===== src/rtl/sled_pkg.sv =====
package sled_pkg;
  localparam int IMG_W    = 17;
  localparam int DIV_W    = 2;
  localparam int DLY_W    = 5;
  localparam int REG_W    = 32;
  localparam int BUSY_BIT = 31;
  localparam int MAX_PER  = 4 << ((1 << DIV_W) - 1);
  localparam int CNT_W    = $clog2(MAX_PER) + 1;
  localparam int BCNT_W   = $clog2(IMG_W + 1);

  typedef enum logic [1:0] {
    RA_IMAGE = 2'd0,
    RA_DIV   = 2'd1,
    RA_DELAY = 2'd2,
    RA_MODE  = 2'd3
  } reg_addr_e;

  function automatic logic [CNT_W-1:0] period_of(input logic [DIV_W-1:0] code);
    return CNT_W'(4) << code;
  endfunction

  function automatic logic [DLY_W-1:0] dly_sat(input logic [DLY_W-1:0] raw,
                                               input logic [DIV_W-1:0] code);
    logic [CNT_W-1:0] lim;
    lim = (period_of(code) >> 1) - CNT_W'(1);
    if (CNT_W'(raw) > lim) return DLY_W'(lim);
    return raw;
  endfunction
endpackage


===== src/rtl/sled_regs.sv =====
module sled_regs #(
  parameter int IW = sled_pkg::IMG_W,
  parameter int DW = sled_pkg::DIV_W,
  parameter int LW = sled_pkg::DLY_W
) (
  input  logic                clk_i,
  input  logic                rst_ni,
  input  logic                wr_i,
  input  sled_pkg::reg_addr_e addr_i,
  input  logic [IW-1:0]       wdata_i,
  input  logic                busy_i,
  output logic [IW-1:0]       img_o,
  output logic [DW-1:0]       div_o,
  output logic [LW-1:0]       dly_raw_o,
  output logic                chip_o,
  output logic                pwm_o,
  output logic                start_o,
  output logic [IW-1:0]       start_img_o
);
  import sled_pkg::*;

  logic [IW-1:0] img_q, img_d;
  logic [DW-1:0] div_q, div_d;
  logic [LW-1:0] dly_q, dly_d;
  logic          chip_q, chip_d, pwm_q, pwm_d;
  logic          img_en;

  always_comb begin
    img_d  = img_q;
    div_d  = div_q;
    dly_d  = dly_q;
    chip_d = chip_q;
    pwm_d  = pwm_q;
    img_en = 1'b0;
    start_o = 1'b0;
    if (wr_i) begin
      unique case (addr_i)
        RA_IMAGE: begin
          if (!busy_i) begin
            img_en  = 1'b1;
            img_d   = wdata_i;
            start_o = !pwm_q;
          end
        end
        RA_DIV:   div_d = wdata_i[DW-1:0];
        RA_DELAY: dly_d = wdata_i[LW-1:0];
        RA_MODE: begin
          chip_d = wdata_i[0];
          pwm_d  = wdata_i[1] & (pwm_q | !busy_i);
        end
        default: ;
      endcase
    end
  end

  always_ff @(posedge clk_i or negedge rst_ni) begin
    if (!rst_ni) begin
      img_q  <= '0;
      div_q  <= '0;
      dly_q  <= '0;
      chip_q <= 1'b0;
      pwm_q  <= 1'b0;
    end else begin
      if (img_en) img_q <= img_d;
      div_q  <= div_d;
      dly_q  <= dly_d;
      chip_q <= chip_d;
      pwm_q  <= pwm_d;
    end
  end

  assign img_o       = img_q;
  assign div_o       = div_q;
  assign dly_raw_o   = dly_q;
  assign chip_o      = chip_q;
  assign pwm_o       = pwm_q;
  assign start_img_o = wdata_i;

  AST_NO_PWM_ENTRY_BUSY: assert property (@(posedge clk_i) disable iff (!rst_ni)
    $rose(pwm_q) |-> !$past(busy_i));
  AST_IMG_LOCKED: assert property (@(posedge clk_i) disable iff (!rst_ni)
    $past(busy_i) |-> $stable(img_q));
endmodule


===== src/rtl/sled_timebase.sv =====
module sled_timebase #(
  parameter int DW = sled_pkg::DIV_W,
  parameter int LW = sled_pkg::DLY_W,
  parameter int CW = sled_pkg::CNT_W
) (
  input  logic          clk_i,
  input  logic          rst_ni,
  input  logic          run_i,
  input  logic          pulse_ok_i,
  input  logic [DW-1:0] div_i,
  input  logic [LW-1:0] dly_i,
  output logic          slot_end_o,
  output logic          ser_clk_o
);
  import sled_pkg::*;

  logic [CW-1:0] cnt_q, cnt_d, per, half, dly_w;
  logic          clk_q, clk_d;

  always_comb begin
    per        = period_of(div_i);
    half       = per >> 1;
    dly_w      = CW'(dly_i);
    slot_end_o = run_i && (cnt_q >= per - CW'(1));
    cnt_d      = (run_i && !slot_end_o) ? cnt_q + CW'(1) : '0;
    clk_d      = pulse_ok_i && (cnt_d > dly_w) && (cnt_d < dly_w + half);
  end

  always_ff @(posedge clk_i or negedge rst_ni) begin
    if (!rst_ni) begin
      cnt_q <= '0;
      clk_q <= 1'b0;
    end else begin
      cnt_q <= cnt_d;
      clk_q <= clk_d;
    end
  end

  assign ser_clk_o = clk_q;
endmodule


===== src/rtl/sled_engine.sv =====
module sled_engine #(
  parameter int IW = sled_pkg::IMG_W,
  parameter int BW = sled_pkg::BCNT_W
) (
  input  logic          clk_i,
  input  logic          rst_ni,
  input  logic          start_plain_i,
  input  logic [IW-1:0] plain_img_i,
  input  logic          pwm_mode_i,
  input  logic [IW-1:0] gen_img_i,
  input  logic          slot_end_i,
  output logic          busy_o,
  output logic          pulse_ok_o,
  output logic          ser_data_o
);
  logic          busy_q, busy_d;
  logic [BW-1:0] bcnt_q, bcnt_d;
  logic [IW-1:0] sh_q, sh_d, last_q, last_d, gen_q;
  logic          pwm_start, start;
  logic [IW-1:0] start_img;

  always_comb begin
    pwm_start = pwm_mode_i && !busy_q && (gen_q != '0) && (gen_q != last_q);
    start     = start_plain_i || pwm_start;
    start_img = start_plain_i ? plain_img_i : gen_q;
    busy_d    = busy_q;
    bcnt_d    = bcnt_q;
    sh_d      = sh_q;
    last_d    = last_q;
    if (start) begin
      busy_d = 1'b1;
      bcnt_d = '0;
      sh_d   = start_img;
      last_d = start_img;
    end else if (busy_q && slot_end_i) begin
      if (bcnt_q == BW'(IW)) begin
        busy_d = 1'b0;
      end else begin
        sh_d   = sh_q << 1;
        bcnt_d = bcnt_q + BW'(1);
      end
    end
  end

  always_ff @(posedge clk_i or negedge rst_ni) begin
    if (!rst_ni) begin
      busy_q <= 1'b0;
      bcnt_q <= '0;
      sh_q   <= '0;
      last_q <= '0;
      gen_q  <= '0;
    end else begin
      busy_q <= busy_d;
      bcnt_q <= bcnt_d;
      sh_q   <= sh_d;
      last_q <= last_d;
      gen_q  <= gen_img_i;
    end
  end

  assign busy_o     = busy_q;
  assign pulse_ok_o = busy_q && (bcnt_q < BW'(IW));
  assign ser_data_o = sh_q[IW-1];

  AST_BITCNT_BOUND: assert property (@(posedge clk_i) disable iff (!rst_ni)
    bcnt_q <= BW'(IW));
  AST_BUSY_FALL_AFTER_ALL: assert property (@(posedge clk_i) disable iff (!rst_ni)
    $fell(busy_q) |-> ($past(bcnt_q) == BW'(IW)));
  AST_PWM_NONZERO: assert property (@(posedge clk_i) disable iff (!rst_ni)
    ($rose(busy_q) && $past(pwm_mode_i)) |-> (sh_q != '0));
endmodule


===== src/rtl/sled_shifter.sv =====
module sled_shifter (
  input  logic                       clk_i,
  input  logic                       rst_ni,
  input  logic                       reg_wr_i,
  input  logic [1:0]                 reg_addr_i,
  input  logic [sled_pkg::IMG_W-1:0] reg_wdata_i,
  output logic [sled_pkg::REG_W-1:0] reg_rdata_o,
  input  logic [sled_pkg::IMG_W-1:0] gen_img_i,
  output logic                       ser_data_o,
  output logic                       ser_clk_o
);
  import sled_pkg::*;

  logic [1:0]       rst_sync_q;
  logic             rst_n;
  reg_addr_e        addr;
  logic [IMG_W-1:0] img, start_img;
  logic [DIV_W-1:0] div;
  logic [DLY_W-1:0] dly_raw, dly_eff;
  logic             chip, pwm, start, busy, pulse_ok, slot_end;

  always_ff @(posedge clk_i or negedge rst_ni) begin
    if (!rst_ni) rst_sync_q <= 2'b00;
    else         rst_sync_q <= {rst_sync_q[0], 1'b1};
  end
  assign rst_n   = rst_sync_q[1];
  assign addr    = reg_addr_e'(reg_addr_i);
  assign dly_eff = dly_sat(dly_raw, div);

  sled_regs u_regs (
    .clk_i(clk_i), .rst_ni(rst_n), .wr_i(reg_wr_i), .addr_i(addr),
    .wdata_i(reg_wdata_i), .busy_i(busy), .img_o(img), .div_o(div),
    .dly_raw_o(dly_raw), .chip_o(chip), .pwm_o(pwm), .start_o(start),
    .start_img_o(start_img)
  );

  sled_engine u_engine (
    .clk_i(clk_i), .rst_ni(rst_n), .start_plain_i(start),
    .plain_img_i(start_img), .pwm_mode_i(pwm), .gen_img_i(gen_img_i),
    .slot_end_i(slot_end), .busy_o(busy), .pulse_ok_o(pulse_ok),
    .ser_data_o(ser_data_o)
  );

  sled_timebase u_timebase (
    .clk_i(clk_i), .rst_ni(rst_n), .run_i(busy), .pulse_ok_i(pulse_ok),
    .div_i(div), .dly_i(dly_eff), .slot_end_o(slot_end), .ser_clk_o(ser_clk_o)
  );

  always_comb begin
    reg_rdata_o = '0;
    unique case (addr)
      RA_IMAGE: begin
        reg_rdata_o[BUSY_BIT]    = busy;
        reg_rdata_o[IMG_W-1:0]   = img;
      end
      RA_DIV:   reg_rdata_o[DIV_W-1:0] = div;
      RA_DELAY: reg_rdata_o[DLY_W-1:0] = dly_eff;
      RA_MODE:  reg_rdata_o[1:0]       = {pwm, chip};
      default: ;
    endcase
  end

  AST_IDLE_CLK_LOW: assert property (@(posedge clk_i) disable iff (!rst_n)
    !busy |-> !ser_clk_o);
  AST_DATA_STEADY_HIGH: assert property (@(posedge clk_i) disable iff (!rst_n)
    (ser_clk_o && $past(ser_clk_o)) |-> $stable(ser_data_o));
endmodule


===== config.mk =====
export PLATFORM = sky130hd
export DESIGN_NAME = sled_shifter
export DESIGN_NICKNAME = d
export VERILOG_FILES = /design/src/rtl/sled_pkg.sv /design/src/rtl/sled_regs.sv /design/src/rtl/sled_timebase.sv /design/src/rtl/sled_engine.sv /design/src/rtl/sled_shifter.sv
export SDC_FILE = /design/constraint.sdc
export NUM_CORES = 1
export LEC_CHECK = 0
export BUFFER_PORTS_ARGS = -buffer_cell sky130_fd_sc_hd__buf_2
export CAP_MARGIN = 20
export CELL_PAD_IN_SITES_DETAIL_PLACEMENT = 1
export CELL_PAD_IN_SITES_GLOBAL_PLACEMENT = 1
export CORE_MARGIN = 5
export CORE_UTILIZATION = 40
export DETAILED_ROUTE_END_ITERATION = 6
export PLACE_DENSITY_LB_ADDON = 0.1
export SLEW_MARGIN = 20
export SYNTH_ARGS = -nofsm -noshare
export SYNTH_HDL_FRONTEND = slang
export SYNTH_SLANG_ARGS = --single-unit

===== constraint.sdc =====
create_clock -name clk_i -period 8.1 [get_ports clk_i]
set_input_delay 1.215 -clock clk_i [delete_from_list [all_inputs] [get_ports clk_i]]
set_output_delay 1.215 -clock clk_i [all_outputs]
set_load 0.005 [all_outputs]

# Word-level counts from Yosys, hierarchy flattened
# Cells that the tools add are included.
word_totals:
  output_inout_bits: 34
  regBits: 92
  in_bits: 39
  word_cells: 80
op_classes:
  addsub: 5
  muxes: 24
  order_cmp: 5
  n_eq_ne: 6
  bitwise_logic: 3
  n_shift: 1
  n_reduce_logical: 23
op_table:
  columns: ["operator", "count"]
  rows:
  - ["$mux W17", 4]
  - ["$mux W5", 5]
  - ["$ne A17 B17 Y1", 1]
  - ["$reduce_bool A17 Y1", 1]
  - ["$mux W12", 1]
  - ["$mux W1", 11]
  - ["$reduce_and A2 Y1", 5]
  - ["$logic_and A1 B1 Y1", 9]
  - ["$pmux W2 S4", 1]
  - ["$add A5 B5 Y6", 1]
  - ["$add A6 B1 Y6 const B", 1]
  - ["$ge A6 B6 Y1", 1]
  - ["$gt A5 B6 Y1", 1]
  - ["$gt A6 B5 Y1", 1]
  - ["$lt A6 B6 Y1", 1]
  - ["$mux W6", 1]
  - ["$pmux W3 S2", 1]
  - ["$shl A3 B2 Y6 const A", 1]
  - ["$sub A5 B1 Y6 const B", 1]
  - ["$sub A6 B1 Y6 const B", 1]
  - ["$add A5 B1 Y5 const B", 1]
  - ["$eq A5 B5 Y1 const B", 1]
  - ["$lt A5 B5 Y1 const B", 1]
  - ["$eq A2 B2 Y1 const B", 2]
  - ["10 further kinds", 13]

# Longest topological paths before layout
# Gate-level depths: netlist of run 1.
logic_depth:
  depth_word: 10
  depth_mapped: 16
  mapped_depth_nobuf: 16

# Hierarchy
# From an unflattened synthesis of run 1, not the netlist that was laid out.
hier_totals:
  cells_unflattened: 426
  hier_area_um2: 5198.7
by_module_without_submodules:
  columns: ["module", "n_inst", "cells_per_inst", "seq_area_each_um2", "area_per_inst_um2"]
  rows:
  - ["sled_engine", 1, 198, 1426.4, 2763.9]
  - ["sled_regs", 1, 76, 650.6, 1139.8]
  - ["sled_timebase", 1, 81, 175.2, 749.5]
  - ["sled_shifter", 1, 71, 50.0, 545.5]

# Worst setup path before layout of run 1
# Ideal clock, no wire load.
synth_path:
  path_kind: "register -> output"
  start: "reg u_regs.div_q[1], in the netlist u_regs.div_o[1]"
  end: "out reg_rdata_o[1] in the netlist's numbering"
  stages_incl_launch_ff: 9
  n_path_buf: 0
  arrival_ns: 2.256
  required_ns: 6.885
  setup_slack_ns: 4.629
  path_cell_list: "dfrtp_1 > or2_2 > ha_1 > xor2_1 > and4bb_1 > o22a_1 > nor2_1 > a21oi_1 > mux4_2"
synth_between:
  elab_chain_cells: 6
  word_cells_on_any_way: 7
  classes_between: "add/sub: 1; order compare: 1; shift: 1; mux: 4"
synth_lines:
  columns: ["element", "line", "source"]
  rows:
  - ["start, declared", "sled_regs.sv:23", "logic [DW-1:0] div_q, div_d;"]
  - ["start signal, assigned", "sled_regs.sv:65", "div_q <= div_d;"]
  - ["$shl A3 B2 Y6", "sled_pkg.sv:19", "return CNT_W'(4) << code;"]
  - ["$sub A5 B1 Y6", "sled_pkg.sv:25", "lim = (period_of(code) >> 1) - CNT_W'(1);"]
  - ["$gt A5 B6 Y1", "sled_pkg.sv:26", "if (CNT_W'(raw) > lim) return DLY_W'(lim);"]
  - ["$mux W1", "sled_pkg.sv:26", null]
  - ["$mux W5", "sled_pkg.sv:27", "return raw;"]
  - ["$pmux W2 S4 (*)", "sled_shifter.sv:51", "unique case (addr)"]
  - ["end, declared", "sled_shifter.sv:7", "output logic [sled_pkg::REG_W-1:0] reg_rdata_o,"]
# Mark *: on every way between the ends. The rest lies on a longest branch, timed or not. The select of a mux whose other input is x is not followed.

# Worst setup path after layout of run 1
# Same ends and word-level chain as after synthesis.

==> reports/metrics.csv, run 1 <==
metric,value,unit
run status,"finished, final reports clean",
setup_tns,0,ns
data required time of the worst path,6.88,ns
die width,120,microns
Worst Tran Pin Value,0.855,ns
initial antenna violation count,0,
largest fanout on the critical path,10,
Die Ht,120,microns
filler cell count,1299,
final setup vio count,0,
Comb pwr share,0.357,
ys async rst share,1.00,
Psw,0.580,mW
first-pass GRT wire length,19100,microns
Layout Skew,0.00676,ns
met3 wire length,470,microns
CTS buffer count,9,
ANT cells,0,
"Buf+Inv Stages, Crit Path",1,
arrival time worst endpoint,2.93,ns
mean routed wirelength per cell,18.5,microns
Syn Area/Cell,11.5,sq um
largest net degree at the start of global routing,85,
Worst setup EP type,output port,
final WL,11600,microns
switching fraction of total power,0.332,
worst min-delay path class,flop to async pin,
worst vdd ir,0.229,mV
post-route ant nets,0,
critical path's top delay family,simple AND/OR/NAND/NOR gates,
DR vias,3309,
Final min period,4.14,ns
r2r worst-path depth,14,
crit path kind,flop to output port,
Slew HR,0.425,
Core ar.,0.0119,sq mm
drt pass-1 iters,4,
Crit-path slowest cell,dfrtp_1,
Fmax achieved,0.241,GHz
Row Count,40,
startpoint types,flop,
post-synthesis cell count,417,
port buffer count,58,
Clk network pwr share,0.268,
Synth area leader,dfrtp_1,
Crit path depth,9,
Tot Pwr,1.75,mW
Resized Gates After CTS,0,
Root Buffer,clkbuf_16,
Leak,2.76,nW
FF-to-FF Start,u_regs.div_o[1],
synthesized area,0.00481,sq mm
"Distinct cells, synth",56,
area delta synth->final,14.8,%
GRT Total Usage,0.169,
full die area,0.0143,sq mm
grt total ovfl,0,
post-route clock period utilization,0.512,
routability cong.,0.807,
sequential area share after synthesis,0.478,
FF-to-FF setup slack,4.31,ns
RSZ-0062 raised after global routing,no,
Max Root-Sink Buffers,2,
DR DRC count,0,
Final HPWL DP,8610,microns
Internal Power,1.16,mW
vias per cell,5.29,
CTS tree,done,
Post-synth EDFFs,0,
M1 WL,5960,microns
vias in the first global route,3500,
Starting Density,0.404,
H-tree depth,3,
"Clk pin slew, worst setup/hold paths",0.06,ns
hold buffer count at CTS,0,
area share of the largest cell type after synthesis,0.478,
Main synth FF type,dfrtp_1,
synth top area cells,"dfrtp_1 (48%), mux2_2 (5.9%), ha_1 (5.7%), xnor2_1 (4.2%), a22o_1 (2.7%)",
Clock Sinks,92,
FF-to-FF End,u_timebase.ser_clk_o,
Yosys warning count,0,
WL met2,4990,microns
Worst Setup SP,u_regs.div_o[1],
share of cells above drive strength 1,0.259,
sequential power share,0.375,
crit path cell chain,"or2_2, ha_1, xor2_1, and4bb_1, o22a_1, nor2_1, a21oi_1, mux4_2, buf_2",
hold_ws,0.129,ns
PD cells,316,mW/mm^2
Slew Limit Fails,0,
final hold violations,0,
max incr delay on CP,0.47,ns
Post-CTS Setup Inserts,0,
Max-Cap Viols,0,
Top Metal Used,met4,
I/O pin cnt,73,
Nets,535,
"Clk Latency, worst-skew pair",0.34,ns
Yosys reg bits,92,
DR iter-0 viols,159,
## cell families (layout without fill, tap and decap cells)
family,after synthesis,count (layout),synth area share
buffers and inverters,58,107,0.0629
AO/OA/AOI/OAI,90,90,0.156
AND/OR/NAND/NOR,91,91,0.111
adder cells (fa/ha/maj),23,23,0.0593
XOR/XNOR,29,29,0.0528
multiplexers,32,32,0.0783
flip-flops,92,92,0.478
other,2,15,0.00156
## per-stage QoR
stage           util  instances  setup WS, ns  area [sq um]
6_report       0.464        626          3.96          5530
4_1_cts        0.464        626          3.95          5520
3_3_place_gp   0.435        610          4.37          5180
2_1_floorplan      -        430          4.63          4860
5_1_grt        0.464        626          3.80          5530
3_5_place_dp   0.435        610          4.34          5180
## layer usage
metal	up-vias	GRT usage
met3	10	0.0344
met5	-	0
met2	56	0.240
met1	1667	0.255
met4	0	0.0580
li1	1576	-
## placed cells by master (no fill, tap or decap), drive strengths merged, types with 4 or more instances in the layout
| cell | n |
|---|---|
| a2bb2oi | 13 |
| dfrtp | 92 |
| a22o | 15 |
| o21a | 6 |
| nand3 | 8 |
| xor2 | 6 |
| mux2 | 25 |
| a21oi | 7 |
| buf | 64 |
| a211oi | 17 |
| nand2 | 7 |
| nor4 | 4 |
| clkbuf | 13 |
| nand3b | 5 |
| mux2i | 5 |
| a21o | 15 |
| conb | 15 |
| inv | 27 |
| nand2b | 5 |
| nor2b | 7 |
| and2 | 14 |
| nor2 | 19 |
| xnor2 | 23 |
| nor3 | 9 |
| nand4 | 4 |
| ha | 22 |
## area by class of cell
| cell class | instances | area [sq um] | area share |
|---|---|---|---|
| sequential | 92 | 2310 | 0.417 |
| tap | 147 | 184 | 0.0333 |
| clock buffer | 13 | 270 | 0.0489 |
| timing repair buffer | 64 | 339 | 0.0614 |
| clock inverter | 3 | 67.6 | 0.0122 |
| multi-input combinational | 280 | 2260 | 0.409 |
| inverter | 27 | 101 | 0.0183 |
## worst reg2reg max path, stage by stage, from the launching register on
cell	delay [ns]
dfrtp_1	0.47
or2_2	0.33
ha_1	0.38
xor2_1	0.21
and4bb_1	0.23
o22a_1	0.22
mux2i_1	0.38
inv_1	0.09
ha_1	0.33
xor2_1	0.17
ha_1	0.31
o21a_1	0.11
o21ai_0	0.16
nand2b_1	0.09
a221oi_2	0.22
## cell usage after synthesis (2+ instances only)
library cell	instances
a211oi_1	13
a211oi_2	3
a21o_1	15
a21oi_1	6
a221o_1	2
a221oi_2	2
a22o_1	15
a2bb2oi_1	13
and2_1	14
buf_2	8
buf_4	16
buf_6	2
clkbuf_1	4
conb_1	2
dfrtp_1	92
ha_1	22
inv_1	27
mux2_2	25
mux2i_1	5
mux4_2	2
nand2_1	6
nand2b_1	5
nand3_1	8
nand3b_1	5
nand4_1	4
nor2_1	17
nor2_2	2
nor2b_1	7
nor3_1	8
nor4_1	4
o21a_1	6
o21ai_0	2
o22a_1	2
o22ai_1	2
o32a_1	2
or2_2	2
xnor2_1	23
xor2_1	6
## power groups by stage
| stage | sequential (mW) | combinational (mW) | clock [mW] |
|---|---|---|---|
| 3_3_place_gp | 0.657 | 0.607 | 0 |
| 3_5_place_dp | 0.661 | 0.629 | 0 |
| 4_1_cts | 0.654 | 0.635 | 0.484 |
| 6_report | 0.654 | 0.623 | 0.468 |
| 5_1_grt | 0.668 | 0.706 | 0.503 |
| 2_1_floorplan | 0.641 | 0.495 | 0 |
## flip-flops by register name, indices dropped and copies added (netlist names)
signal,cells
u_engine.gen_q,17
u_engine.last_q,17
u_engine.sh_q,17
u_regs.img_o,17
u_timebase.cnt_q,6
u_engine.bcnt_q,5
u_regs.dly_raw_o,5
rst_sync_q,2
u_regs.div_o,2
u_engine.busy_o,1
u_regs.chip_o,1
u_regs.pwm_o,1
u_timebase.ser_clk_o,1
## worst max path at each step
stage | endpoint | slack [ns]
after floorplan | reg_rdata_o[1] | 4.63
after global placement | reg_rdata_o[1] | 4.37
after detailed placement | reg_rdata_o[1] | 4.34
after CTS | reg_rdata_o[1] | 3.95
after global routing | reg_rdata_o[1] | 3.80
final | reg_rdata_o[1] | 3.96
Power figures use the tool's default switching activity.
==> run 2: changes to the inputs <==
clock period = 3.4 ns   (was 8.1 ns; I/O delays follow)
==> reports/metrics.csv, run 2 (synthesized netlist as in run 1, its figures left out) <==
metric,value,unit
mean routed wirelength per cell,18.9,microns
max incr delay on CP,0.43,ns
Slew HR,0.529,
"Clk Latency, worst-skew pair",0.34,ns
full die area,0.0143,sq mm
arrival time worst endpoint,2.82,ns
fin area,0.00579,sq mm
Fmax achieved,0.300,GHz
Worst Tran Pin Value,0.704,ns
initial antenna violation count,0,
Slew Limit Fails,0,
final setup vio count,0,
setup_tns,0,ns
vias per cell,5.34,
most frequent cells in the layout,"dfrtp_1 (91), buf_2 (58), mux2_2 (25), buf_4 (25), inv_1 (24)",
PD cells,764,mW/mm^2
worst min-delay path class,input pin to flop,
port buffer count,58,
GRT Total Usage,0.177,
ANT cells,0,
final WL,12200,microns
share of cells above drive strength 1,0.335,
run status,"finished, final reports clean",
"Clk pin slew, worst setup/hold paths",0.07,ns
startpoint types,flop,
drt pass-1 iters,4,
data required time of the worst path,2.89,ns
DR iter-0 viols,147,
routability cong.,0.791,
Final min period,3.33,ns
Die Ht,120,microns
final hold violations,0,
Crit-path slowest cell,mux4_2,
CTS tree,done,
Max Root-Sink Buffers,2,
Core ar.,0.0119,sq mm
grt total ovfl,0,
DR vias,3452,
filler cell count,1299,
I/O pin cnt,73,
post-route ant nets,0,
vias in the first global route,3751,
die width,120,microns
Area after DPL,0.00531,sq mm
Seq. cell area,0.00231,sq mm
DR DRC count,0,
RSZ-0062 raised after global routing,yes,
largest fanout on the critical path,4,
post-route clock period utilization,0.980,
Leak,2.85,nW
Max-Cap Viols,0,
largest net degree at the start of global routing,52,
Final HPWL DP,9130,microns
worst vdd ir,0.325,mV
area of the multi-input gates,0.00239,sq mm
crit path kind,flop to output port,
Worst setup EP type,output port,
Clock Sinks,92,
Layout Skew,0.00735,ns
Starting Density,0.404,
CTS buffer count,9,
Nets,556,
area delta synth->final,20.3,%
Root Buffer,clkbuf_16,
crit path cell chain,"or2_4, ha_4, xor2_2, and4bb_1, o22a_2, nor2_2, a21oi_2, buf_4, mux4_2, buf_2",
"most common cell after layout, fill and taps aside",dfrtp_1,
first-pass GRT wire length,19900,microns
H-tree depth,3,
Row Count,40,
[run 2: cell count changes in the layout (fill, tap and decap cells not counted), sizes merged]
cell and delta:
buf +20, bufinv -1, clkbuf -3, clkinv +2, clkinvlp +1, dlygate4sd3 +1
[run 2: repair_timing]
action,CTS,global route
endpoints found under the hold margin,2,0
endpoints found under the setup margin,2,3
gates resized for setup,7,22
pin swaps,1,17
setup buffers,2,2
hold buffers,1,0
[run 2: final timing paths]
check | depth (start not counted) | slack, ns | startpoint | endpoint
min in group asynchronous | 0 | 0.38 | rst_sync_q[1] | u_regs.img_o[2]
max reg2reg | 15 | 0.09 | u_regs.div_o[1] | u_timebase.ser_clk_o
min | 1 | 0.27 | gen_img_i[15] | u_engine.gen_q[15]
min reg2reg | 0 | 0.36 | rst_sync_q[0] | rst_sync_q[1]
max | 10 | 0.07 | u_regs.div_o[1] | reg_rdata_o[1]
max in group asynchronous | 1 | 2.26 | rst_sync_q[1] | u_engine.gen_q[10]
[run 2: worst max-delay path, delay by kind of cell (launching register included)]
kind	cells	cell delay (ns)
and+or+nand+nor	3	0.62
muxes	1	0.43
DFF	1	0.42
AOI/OAI and AO/OA	2	0.30
buffers and inverters	2	0.29
adders and majority gates	1	0.26
xor gates and xnor gates	1	0.17
[run 2: per-layer routing]
| layer | routed length [microns] | track usage | up-vias |
|---|---|---|---|
| met5 | 0 | 0 | - |
| met4 | 197 | 0.0616 | 0 |
| met3 | 582 | 0.0335 | 14 |
| met2 | 5420 | 0.260 | 78 |
| met1 | 6010 | 0.261 | 1749 |
| li1 | - | - | 1611 |
[run 2: area by class of cell]
type / instances / share of cell area
multi-input cells: 280 / 0.413
inverters: 27 / 0.0186
clock inverters: 5 / 0.0104
flip-flops and latches: 92 / 0.398
clock buffers: 10 / 0.0413
well taps: 147 / 0.0318
repair buffers: 85 / 0.0863
[run 2: power breakdown]
| part | internal (mW) | switching (mW) |
|---|---|---|
| clock network | 0.589 | 0.432 |
| logic | 0.921 | 0.919 |
| registers | 1.36 | 0.197 |
[run 2: per-stage QoR]
stage	instances	total power, mW	util	worst slack (ns)	hold slack, ns
floorplan	430	2.71	-	0.0848	0.214
global placement	626	3.09	0.445	0.0513	0.295
detailed placement	626	3.18	0.445	-0.106	0.298
CTS	644	4.26	0.475	0.00128	0.256
global route	646	4.75	0.486	-0.108	0.250
finish	646	4.42	0.486	0.0692	0.270
